## src/rtl/ulpi_seq_pkg.sv

```systemverilog
package ulpi_seq_pkg;

    typedef enum logic [3:0] {
        S_BOOT,
        S_PROT,
        S_IDLE,
        S_SUS_RISE,
        S_SUS_FALL,
        S_SUS_CK,
        S_SUS_FC,
        S_LPM_WAIT,
        S_LPM,
        S_WAKE,
        S_SETTLE,
        S_RES_RISE,
        S_RES_FALL
    } seq_state_e;

    typedef enum logic [2:0] {
        W_IDLE,
        W_CMD,
        W_DATA,
        W_STOP,
        W_HOLD
    } wr_state_e;

    localparam logic [5:0] A_FUNC_CTRL = 6'h04;
    localparam logic [5:0] A_IFC_CTRL  = 6'h07;
    localparam logic [5:0] A_IE_RISE   = 6'h0D;
    localparam logic [5:0] A_IE_FALL   = 6'h10;
    localparam logic [5:0] A_CARKIT_IE = 6'h1D;

    localparam logic [7:0] CMP_MASK    = 8'h0A; // bit1 VBUS valid, bit3 session end
    localparam logic [7:0] IDFLT_MASK  = 8'h03; // ID float rise / fall
    localparam logic [7:0] SUSPEND_BIT = 8'h40;
    localparam logic [7:0] PROTECT_BIT = 8'h80;
    localparam logic [1:0] TX_REGWR    = 2'b10;

endpackage

```

## src/rtl/ulpi_regwr.sv

```systemverilog
module ulpi_regwr
    import ulpi_seq_pkg::*;
(
    input  logic       clk,
    input  logic       rst_n,
    input  logic       req,
    input  logic [5:0] addr,
    input  logic [7:0] wdata,
    input  logic       dir,
    input  logic       nxt,
    output logic [7:0] bus_out,
    output logic       stp_o,
    output logic       done
);

    typedef struct packed {
        wr_state_e st;
    } wr_regs_t;

    wr_regs_t r_q, r_d;

    always_comb begin
        r_d     = r_q;
        bus_out = 8'h00;
        stp_o   = 1'b0;
        done    = 1'b0;
        case (r_q.st)
            W_IDLE: begin
                if (req && !dir) r_d.st = W_CMD;
            end
            W_CMD: begin
                bus_out = {TX_REGWR, addr};
                if (dir)      r_d.st = W_HOLD;
                else if (nxt) r_d.st = W_DATA;
            end
            W_DATA: begin
                bus_out = wdata;
                if (dir)      r_d.st = W_HOLD;
                else if (nxt) r_d.st = W_STOP;
            end
            W_STOP: begin
                stp_o   = 1'b1;
                done    = 1'b1;
                r_d.st  = W_IDLE;
            end
            W_HOLD: begin
                if (!dir) r_d.st = W_IDLE;
            end
            default: r_d.st = W_IDLE;
        endcase
    end

    always_ff @(posedge clk or negedge rst_n) begin
        if (!rst_n) r_q <= '{st: W_IDLE};
        else        r_q <= r_d;
    end

endmodule

```

## src/rtl/ulpi_seq_ctrl.sv

```systemverilog
module ulpi_seq_ctrl
    import ulpi_seq_pkg::*;
#(
    parameter int         BOOT_CYCLES   = 16,
    parameter int         SETTLE_CYCLES = 8,
    parameter bit         PROTECT_OFF   = 1'b1,
    parameter bit         HOST_OTG      = 1'b1,
    parameter logic [7:0] RISE_EN       = 8'h1F,
    parameter logic [7:0] FALL_EN       = 8'h1F,
    parameter logic [7:0] CARKIT_EN     = 8'h03,
    parameter logic [7:0] FCTRL         = 8'h45,
    parameter logic [7:0] IFC_CTRL      = 8'h00
) (
    input  logic       clk,
    input  logic       rst_n,
    input  logic       dir,
    input  logic       suspend_req,
    input  logic       resume_req,
    input  logic       wr_done,
    output logic       wr_req,
    output logic [5:0] wr_addr,
    output logic [7:0] wr_data,
    output logic       hold_stp,
    output logic       boot_tri,
    output logic       ready,
    output logic       lp_active
);

    localparam int CNT_MAX = (BOOT_CYCLES > SETTLE_CYCLES) ? BOOT_CYCLES : SETTLE_CYCLES;
    localparam int CNT_W   = $clog2(CNT_MAX + 1);
    localparam logic [CNT_W-1:0] BOOT_LAST   = CNT_W'(BOOT_CYCLES - 1);
    localparam logic [CNT_W-1:0] SETTLE_LAST = CNT_W'(SETTLE_CYCLES - 1);

    typedef struct packed {
        seq_state_e       st;
        logic [CNT_W-1:0] cnt;
    } seq_regs_t;

    seq_regs_t r_q, r_d;

    always_comb begin
        r_d      = r_q;
        wr_req   = 1'b0;
        wr_addr  = 6'h00;
        wr_data  = 8'h00;
        hold_stp = 1'b0;
        boot_tri = 1'b0;
        case (r_q.st)
            S_BOOT: begin
                hold_stp = 1'b1;
                boot_tri = 1'b1;
                if (r_q.cnt != BOOT_LAST) begin
                    r_d.cnt = r_q.cnt + 1'b1;
                end else if (!dir) begin
                    r_d.cnt = '0;
                    r_d.st  = PROTECT_OFF ? S_PROT : S_IDLE;
                end
            end
            S_PROT: begin
                wr_req  = 1'b1;
                wr_addr = A_IFC_CTRL;
                wr_data = IFC_CTRL | PROTECT_BIT;
                if (wr_done) r_d.st = S_IDLE;
            end
            S_IDLE: begin
                if (suspend_req) r_d.st = S_SUS_RISE;
            end
            S_SUS_RISE: begin
                wr_req  = 1'b1;
                wr_addr = A_IE_RISE;
                wr_data = RISE_EN & ~CMP_MASK;
                if (wr_done) r_d.st = S_SUS_FALL;
            end
            S_SUS_FALL: begin
                wr_req  = 1'b1;
                wr_addr = A_IE_FALL;
                wr_data = FALL_EN & ~CMP_MASK;
                if (wr_done) r_d.st = S_SUS_CK;
            end
            S_SUS_CK: begin
                wr_req  = 1'b1;
                wr_addr = A_CARKIT_IE;
                wr_data = CARKIT_EN & ~IDFLT_MASK;
                if (wr_done) r_d.st = S_SUS_FC;
            end
            S_SUS_FC: begin
                wr_req  = 1'b1;
                wr_addr = A_FUNC_CTRL;
                wr_data = FCTRL & ~SUSPEND_BIT;
                if (wr_done) r_d.st = S_LPM_WAIT;
            end
            S_LPM_WAIT: begin
                if (dir) r_d.st = S_LPM;
            end
            S_LPM: begin
                if (resume_req) r_d.st = S_WAKE;
            end
            S_WAKE: begin
                hold_stp = 1'b1;
                if (!dir) begin
                    r_d.cnt = '0;
                    r_d.st  = S_SETTLE;
                end
            end
            S_SETTLE: begin
                if (r_q.cnt != SETTLE_LAST) begin
                    r_d.cnt = r_q.cnt + 1'b1;
                end else begin
                    r_d.cnt = '0;
                    r_d.st  = HOST_OTG ? S_RES_RISE : S_IDLE;
                end
            end
            S_RES_RISE: begin
                wr_req  = 1'b1;
                wr_addr = A_IE_RISE;
                wr_data = RISE_EN;
                if (wr_done) r_d.st = S_RES_FALL;
            end
            S_RES_FALL: begin
                wr_req  = 1'b1;
                wr_addr = A_IE_FALL;
                wr_data = FALL_EN;
                if (wr_done) r_d.st = S_IDLE;
            end
            default: r_d = '{st: S_BOOT, cnt: '0};
        endcase
    end

    always_ff @(posedge clk or negedge rst_n) begin
        if (!rst_n) r_q <= '{st: S_BOOT, cnt: '0};
        else        r_q <= r_d;
    end

    assign ready     = (r_q.st == S_IDLE);
    assign lp_active = (r_q.st == S_LPM);

endmodule

```

## src/rtl/ulpi_link_seq.sv

```systemverilog
module ulpi_link_seq
    import ulpi_seq_pkg::*;
#(
    parameter int         BOOT_CYCLES   = 16,
    parameter int         SETTLE_CYCLES = 8,
    parameter bit         PROTECT_OFF   = 1'b1,
    parameter bit         HOST_OTG      = 1'b1,
    parameter logic [7:0] RISE_EN       = 8'h1F,
    parameter logic [7:0] FALL_EN       = 8'h1F,
    parameter logic [7:0] CARKIT_EN     = 8'h03,
    parameter logic [7:0] FCTRL         = 8'h45,
    parameter logic [7:0] IFC_CTRL      = 8'h00
) (
    input  logic       clk,
    input  logic       rst_n,
    input  logic       phy_dir,
    input  logic       phy_nxt,
    input  logic       suspend_req,
    input  logic       resume_req,
    output logic [7:0] data_out,
    output logic       data_oe,
    output logic       stp,
    output logic       ready,
    output logic       lp_active
);

    logic       wr_req, wr_done, eng_stp, hold_stp, boot_tri;
    logic [5:0] wr_addr;
    logic [7:0] wr_data, eng_bus;

    ulpi_seq_ctrl #(
        .BOOT_CYCLES  (BOOT_CYCLES),
        .SETTLE_CYCLES(SETTLE_CYCLES),
        .PROTECT_OFF  (PROTECT_OFF),
        .HOST_OTG     (HOST_OTG),
        .RISE_EN      (RISE_EN),
        .FALL_EN      (FALL_EN),
        .CARKIT_EN    (CARKIT_EN),
        .FCTRL        (FCTRL),
        .IFC_CTRL     (IFC_CTRL)
    ) u_ctrl (
        .clk        (clk),
        .rst_n      (rst_n),
        .dir        (phy_dir),
        .suspend_req(suspend_req),
        .resume_req (resume_req),
        .wr_done    (wr_done),
        .wr_req     (wr_req),
        .wr_addr    (wr_addr),
        .wr_data    (wr_data),
        .hold_stp   (hold_stp),
        .boot_tri   (boot_tri),
        .ready      (ready),
        .lp_active  (lp_active)
    );

    ulpi_regwr u_wr (
        .clk    (clk),
        .rst_n  (rst_n),
        .req    (wr_req),
        .addr   (wr_addr),
        .wdata  (wr_data),
        .dir    (phy_dir),
        .nxt    (phy_nxt),
        .bus_out(eng_bus),
        .stp_o  (eng_stp),
        .done   (wr_done)
    );

    // Bus is driven whenever the transceiver does not own it, except during bring-up.
    assign data_oe  = !boot_tri && !phy_dir;
    assign data_out = data_oe ? eng_bus : 8'h00;
    assign stp      = hold_stp | eng_stp;

endmodule

```

## config.mk

```make
export PLATFORM = sky130hd
export DESIGN_NAME = ulpi_link_seq
export DESIGN_NICKNAME = d
export VERILOG_FILES = /design/src/rtl/ulpi_seq_pkg.sv /design/src/rtl/ulpi_regwr.sv /design/src/rtl/ulpi_seq_ctrl.sv /design/src/rtl/ulpi_link_seq.sv
export SDC_FILE = /design/constraint.sdc
export NUM_CORES = 1
export LEC_CHECK = 0
export BUFFER_PORTS_ARGS = -buffer_cell sky130_fd_sc_hd__buf_2
export CAP_MARGIN = 20
export CORE_AREA = 2 2 53 55
export DETAILED_ROUTE_END_ITERATION = 8
export DIE_AREA = 0 0 55 57
export GPL_ROUTABILITY_DRIVEN = 0
export MAX_ROUTING_LAYER = met4
export PLACE_DENSITY = 0.76
export SLEW_MARGIN = 20
export SYNTH_ARGS = -nofsm -noshare
export SYNTH_HDL_FRONTEND = slang
export SYNTH_SLANG_ARGS = --single-unit
```

## constraint.sdc

```tcl
create_clock -name clk -period 1.9 [get_ports clk]
set_input_delay 0.19 -clock clk [delete_from_list [all_inputs] [get_ports clk]]
set_output_delay 0.19 -clock clk [all_outputs]
set_load 0.02 [all_outputs]
```

Yosys cells after proc, flatten, opt, wreduce, memory -nomap -nowiden
Index checks and enable logic that the tools add are counted.

cells by class
  add/subtract/negate cells = 1
  $mul = 0
  divide/modulo/power cells = 0
  order comparisons = 0
  eq/ne operators = 36
  shift-type cells = 0
  multiplexer cells = 32
  bitwise operators = 2
  reductions and logical operators = 17

operators by type and width
  operator               count
  $pmux W4 S12           1
  $mux W4                11
  $pmux W8 S4            1
  $ne A2 B2 Y1 const B   13
  $pmux W5 S5            1
  $eq A4 B4 Y1 const B   5
  $pmux W5 S4            1
  $mux W3                6
  $mux W9                2
  $eq A4 B3 Y1 const B   4
  $pmux W8 S2            1
  $reduce_and A13 Y1     1
  $pmux W3 S4            1
  $reduce_or A2 Y1       6
  $mux W5                2
  $reduce_or A10 Y1      1
  $eq A4 B2 Y1 const B   2
  $mux W8                1
  $reduce_or A7 Y1       1
  $eq A3 B2 Y1 const B   2
  $ne A3 B3 Y1 const B   2
  $add A5 B1 Y5 const B  1
  $ne A5 B3 Y1 const B   1
  $ne A5 B4 Y1 const B   1
  14 further kinds       20

word-level totals
  register bits after elaboration = 12
  latch bits = 0
  RAM bits = 0
  memory bits (read-only) = 0
  output and inout port bits = 12
  memories kept = 0

Longest topological paths before layout
  depth after elaboration = 6
  mapped depth = 8

By module
From an unflattened synthesis, not the netlist that was laid out.

second synthesis, totals
  cells, all modules = 174
  area, all modules = 1445.1 um2

modules (own cells, without submodules)
  module         times used  cells an instance  area each (um2)
  ulpi_seq_ctrl  1           121                944.7
  ulpi_regwr     1           41                 367.9
  ulpi_link_seq  1           12                 132.6

Least setup slack after synthesis
No wires, ideal clock.

  kind = reg2out
  start point = register u_wr.r_q[0] (netlist bit)
  end point = output data_out[2]
  arrival time = 1.843 ns
  slack = -0.133 ns
  stages on the path, launching flop included = 7
  buffers on the path = 2
  cell sequence = dfrtp_1 > buf_6 > or3b_1 > buf_2 > or3_1 > a21o_1 > a31oi_1

on the way
  cells in the longest elaborated chain, start to end = 3

RTL lines
  element                                       line                 source
  start: declaration                            ulpi_regwr.sv:20     wr_regs_t r_q, r_d;
  start signal: assignment                      ulpi_regwr.sv:54     if (!rst_n) r_q <= '{st: W_IDLE};
  start signal: assignment                      ulpi_regwr.sv:55     else r_q <= r_d;
  $eq A3 B2 Y1 or $eq A3 B1 Y1 (tied branches)  ulpi_regwr.sv:27     case (r_q.st)
  $pmux W8 S2 (*)                               ulpi_regwr.sv:27
  $mux W8 (*)                                   ulpi_link_seq.sv:72  assign data_out = data_oe ? eng_bus : 8'h00;
  end: declaration                              ulpi_link_seq.sv:20  output logic [7:0] data_out,

Mark *: on every way between the ends. The rest lies on a longest branch, timed or not.

Final worst setup path
Same ends and word-level chain as after synthesis.

==> results.tsv <==
metric	value	unit
drv_slew	0	
final_common_cell	buf_4	
antenna_found_initial	0	
design_area	1570	sq um
io_buffers	15	
violations	negative setup slack	
power_frac_comb	67.1	%
final.min_clock_period	2.06	ns
fin_crit_sh	108	%
setup_slack	-0.158	ns
grt_max_degree	15	
syn_inst	145	
post_dp_cell_area	1370	sq um
cts_tree	done	
seq_power_share	24.5	%
critical_path_arrival	1.87	ns
required	1.71	ns
pin_count	18	
overflow	0	
power.switching	813	uW
setup_viol	5	
p_leak	0.000663	uW
clock_power_share	8.4	%
hold_ws	0.217	ns
dp_hpwl	2340	microns
clkTransAtPathRegs	0.06	ns
syn_area	1210	sq um
criticalPathCategory	reg -> out	
wl	3060	microns
yosysUniqueCellTypes	58	
cts_made_buffers	3	
skew	0.00944	ns
gr-usage-all-layers	22.9	%
postSynthAreaPerCell	8.37	sq um
grt_setup_unrepaired	true	
dp_slack	0.0393	ns
drt_first_iter_violations	31	
cp_max_fo	3	
grt_pass1_vias	1153	
synth_edf_count	0	
multi_input_area	846	sq um
grt_pass1_wl	5180	microns
intPower	1030	uW
placementRows	19	
cts.sinks	12	
vdd_drop_max	704	uV
crit_path_end_kind	primary output	
cts.htree.levels	1	
synth_warnings	0	
syn2layout_area_growth	29.1	%
clk_latency	0.28	ns
vias_per_cell	6.00	
clockBufferDepth	2	
die_w	55	microns
post-route-util	59.9	%
start_util	46.4	%
synth_flop_cell	dfrtp_1	
nNetsFinal	184	
whs_path_depth	3	
n_fill_cell	224	
vias	1224	
drive_above_1_share	43.4	%
core	2620	sq um
firstDrtPassIters	4	
netSwitchingFraction	44.0	%
cts-root-buf	clkbuf_4	
seq_area	304	sq um
die_h	57	microns
power	1850	uW
synth_seq_cells	12	
yosysSeqAreaShare	24.7	%
num_antenna_cells	0	
outcome	complete, but fails checks	
hold_violations	0	
antenna_left	0	
fmax	486	MHz
synthArstFlopShare	100	%
routedWlPerCell	15.0	microns
hold_path_class	in -> reg	
max-cap-violations	0	
mostFrequentLayoutCells	buf_4 (25), nand2_1 (10), dfrtp_1 (9), buf_2 (8), inv_1 (7)	
die_area	3140	sq um
start_kind	register	
r2r_cells	5	
drc	0	
p_per_area	1180	nW/um^2
metrics by stage:
| step | TNS, ns | cells |
|---|---|---|
| after CTS | -0.679 | 204 |
| after global placement | 0 | 195 |
| after floorplan | -0.0554 | 146 |
| after global routing | -0.867 | 204 |
| final | -0.447 | 204 |
| after detailed placement | 0 | 195 |
cells by family (layout without fill, tap and decap cells):
group,Yosys count,in the layout,share of synthesized area (%)
adders and majority gates,3,3,3.09
other,1,2,0.309
DFF,12,12,24.7
buffers and inverters,25,52,13.2
muxes,4,4,3.61
xor gates and xnor gates,2,2,1.44
and+or+nand+nor,53,53,25.5
AOI/OAI and AO/OA,45,45,28.1
cell type report:
cell class                      count  share of cell area (%)
Multi-Input combinational cell    109                    54.0
Inverter                            8                    1.92
Timing Repair Buffer               41                    20.8
Sequential cell                    12                    19.4
Clock buffer                        3                    1.44
Tap cell                           31                    2.48
worst max-delay path, cell delays in order (launching register included):
cell     delay (ns)
dfrtp_1        0.41
or3b_4         0.42
or3_1          0.32
a21o_1         0.17
a31oi_2        0.12
buf_4          0.16
cells in the mapped netlist (2+ instances only):
| master | n | area (sq um) |
|---|---|---|
| a211oi_1 | 3 | 22.5 |
| a21o_1 | 2 | 15.0 |
| a21oi_1 | 7 | 35.0 |
| a31oi_1 | 5 | 31.3 |
| a32oi_1 | 2 | 17.5 |
| buf_2 | 3 | 15.0 |
| buf_4 | 5 | 37.5 |
| buf_6 | 5 | 56.3 |
| clkbuf_1 | 2 | 7.51 |
| dfrtp_1 | 12 | 300 |
| ha_1 | 3 | 37.5 |
| inv_1 | 8 | 30.0 |
| mux2_2 | 3 | 33.8 |
| nand2_1 | 11 | 41.3 |
| nand2b_1 | 4 | 25.0 |
| nand3_1 | 4 | 20.0 |
| nand3b_1 | 3 | 22.5 |
| nand4_1 | 2 | 12.5 |
| nor2_1 | 6 | 22.5 |
| nor2b_1 | 3 | 18.8 |
| nor3_1 | 5 | 25.0 |
| nor4_1 | 2 | 12.5 |
| o21ai_0 | 7 | 35.0 |
| o22ai_1 | 2 | 12.5 |
| o31ai_1 | 2 | 15.0 |
| or2_2 | 2 | 12.5 |
registers in the layout, summed over array words and instances, names as in the netlist:
signal,flops
u_ctrl.r_q,9
u_wr.r_q,3
power by group through the flow:
stage	Clock (uW)	Sequential [uW]	Combinational (uW)
2_1_floorplan	0	401	796
3_5_place_dp	0	471	987
3_3_place_gp	0	460	937
4_1_cts	161	449	1130
5_1_grt	170	463	1350
6_report	155	453	1240
per-layer routing:
metal | vias up | GRT usage [%] | share of wire (%)
met2 | 39 | 39.5 | 52
met5 | - | - | 0
met4 | 0 | 7.67 | 1.9
met3 | 6 | 2.36 | 4.2
li1 | 595 | - | -
met1 | 584 | 27.0 | 42
repair_timing:
| item | in CTS | in global routing |
|---|---|---|
| buffers inserted | 5 | 1 |
| endpoints found under the hold margin | 12 | 0 |
| hold buffers | 1 | 0 |
| resized for setup | 15 | 22 |
| pin swaps | 6 | 6 |
| setup endpoints to repair | 7 | 10 |
path summary, 6_finish.rpt:
kind | from | end | slack [ns]
max in group asynchronous | rst_n | u_ctrl.r_q[7] | 1.35
worst min-delay path | phy_nxt | u_wr.r_q[0] | 0.22
worst min register to register | u_ctrl.r_q[3] | u_ctrl.r_q[3] | 0.53
min in group asynchronous | rst_n | u_ctrl.r_q[2] | 0.31
worst max register to register | u_ctrl.r_q[5] | u_ctrl.r_q[5] | 0.07
worst max-delay path | u_wr.r_q[0] | data_out[2] | -0.16
Note: power is estimated with default switching activity, not from simulation.
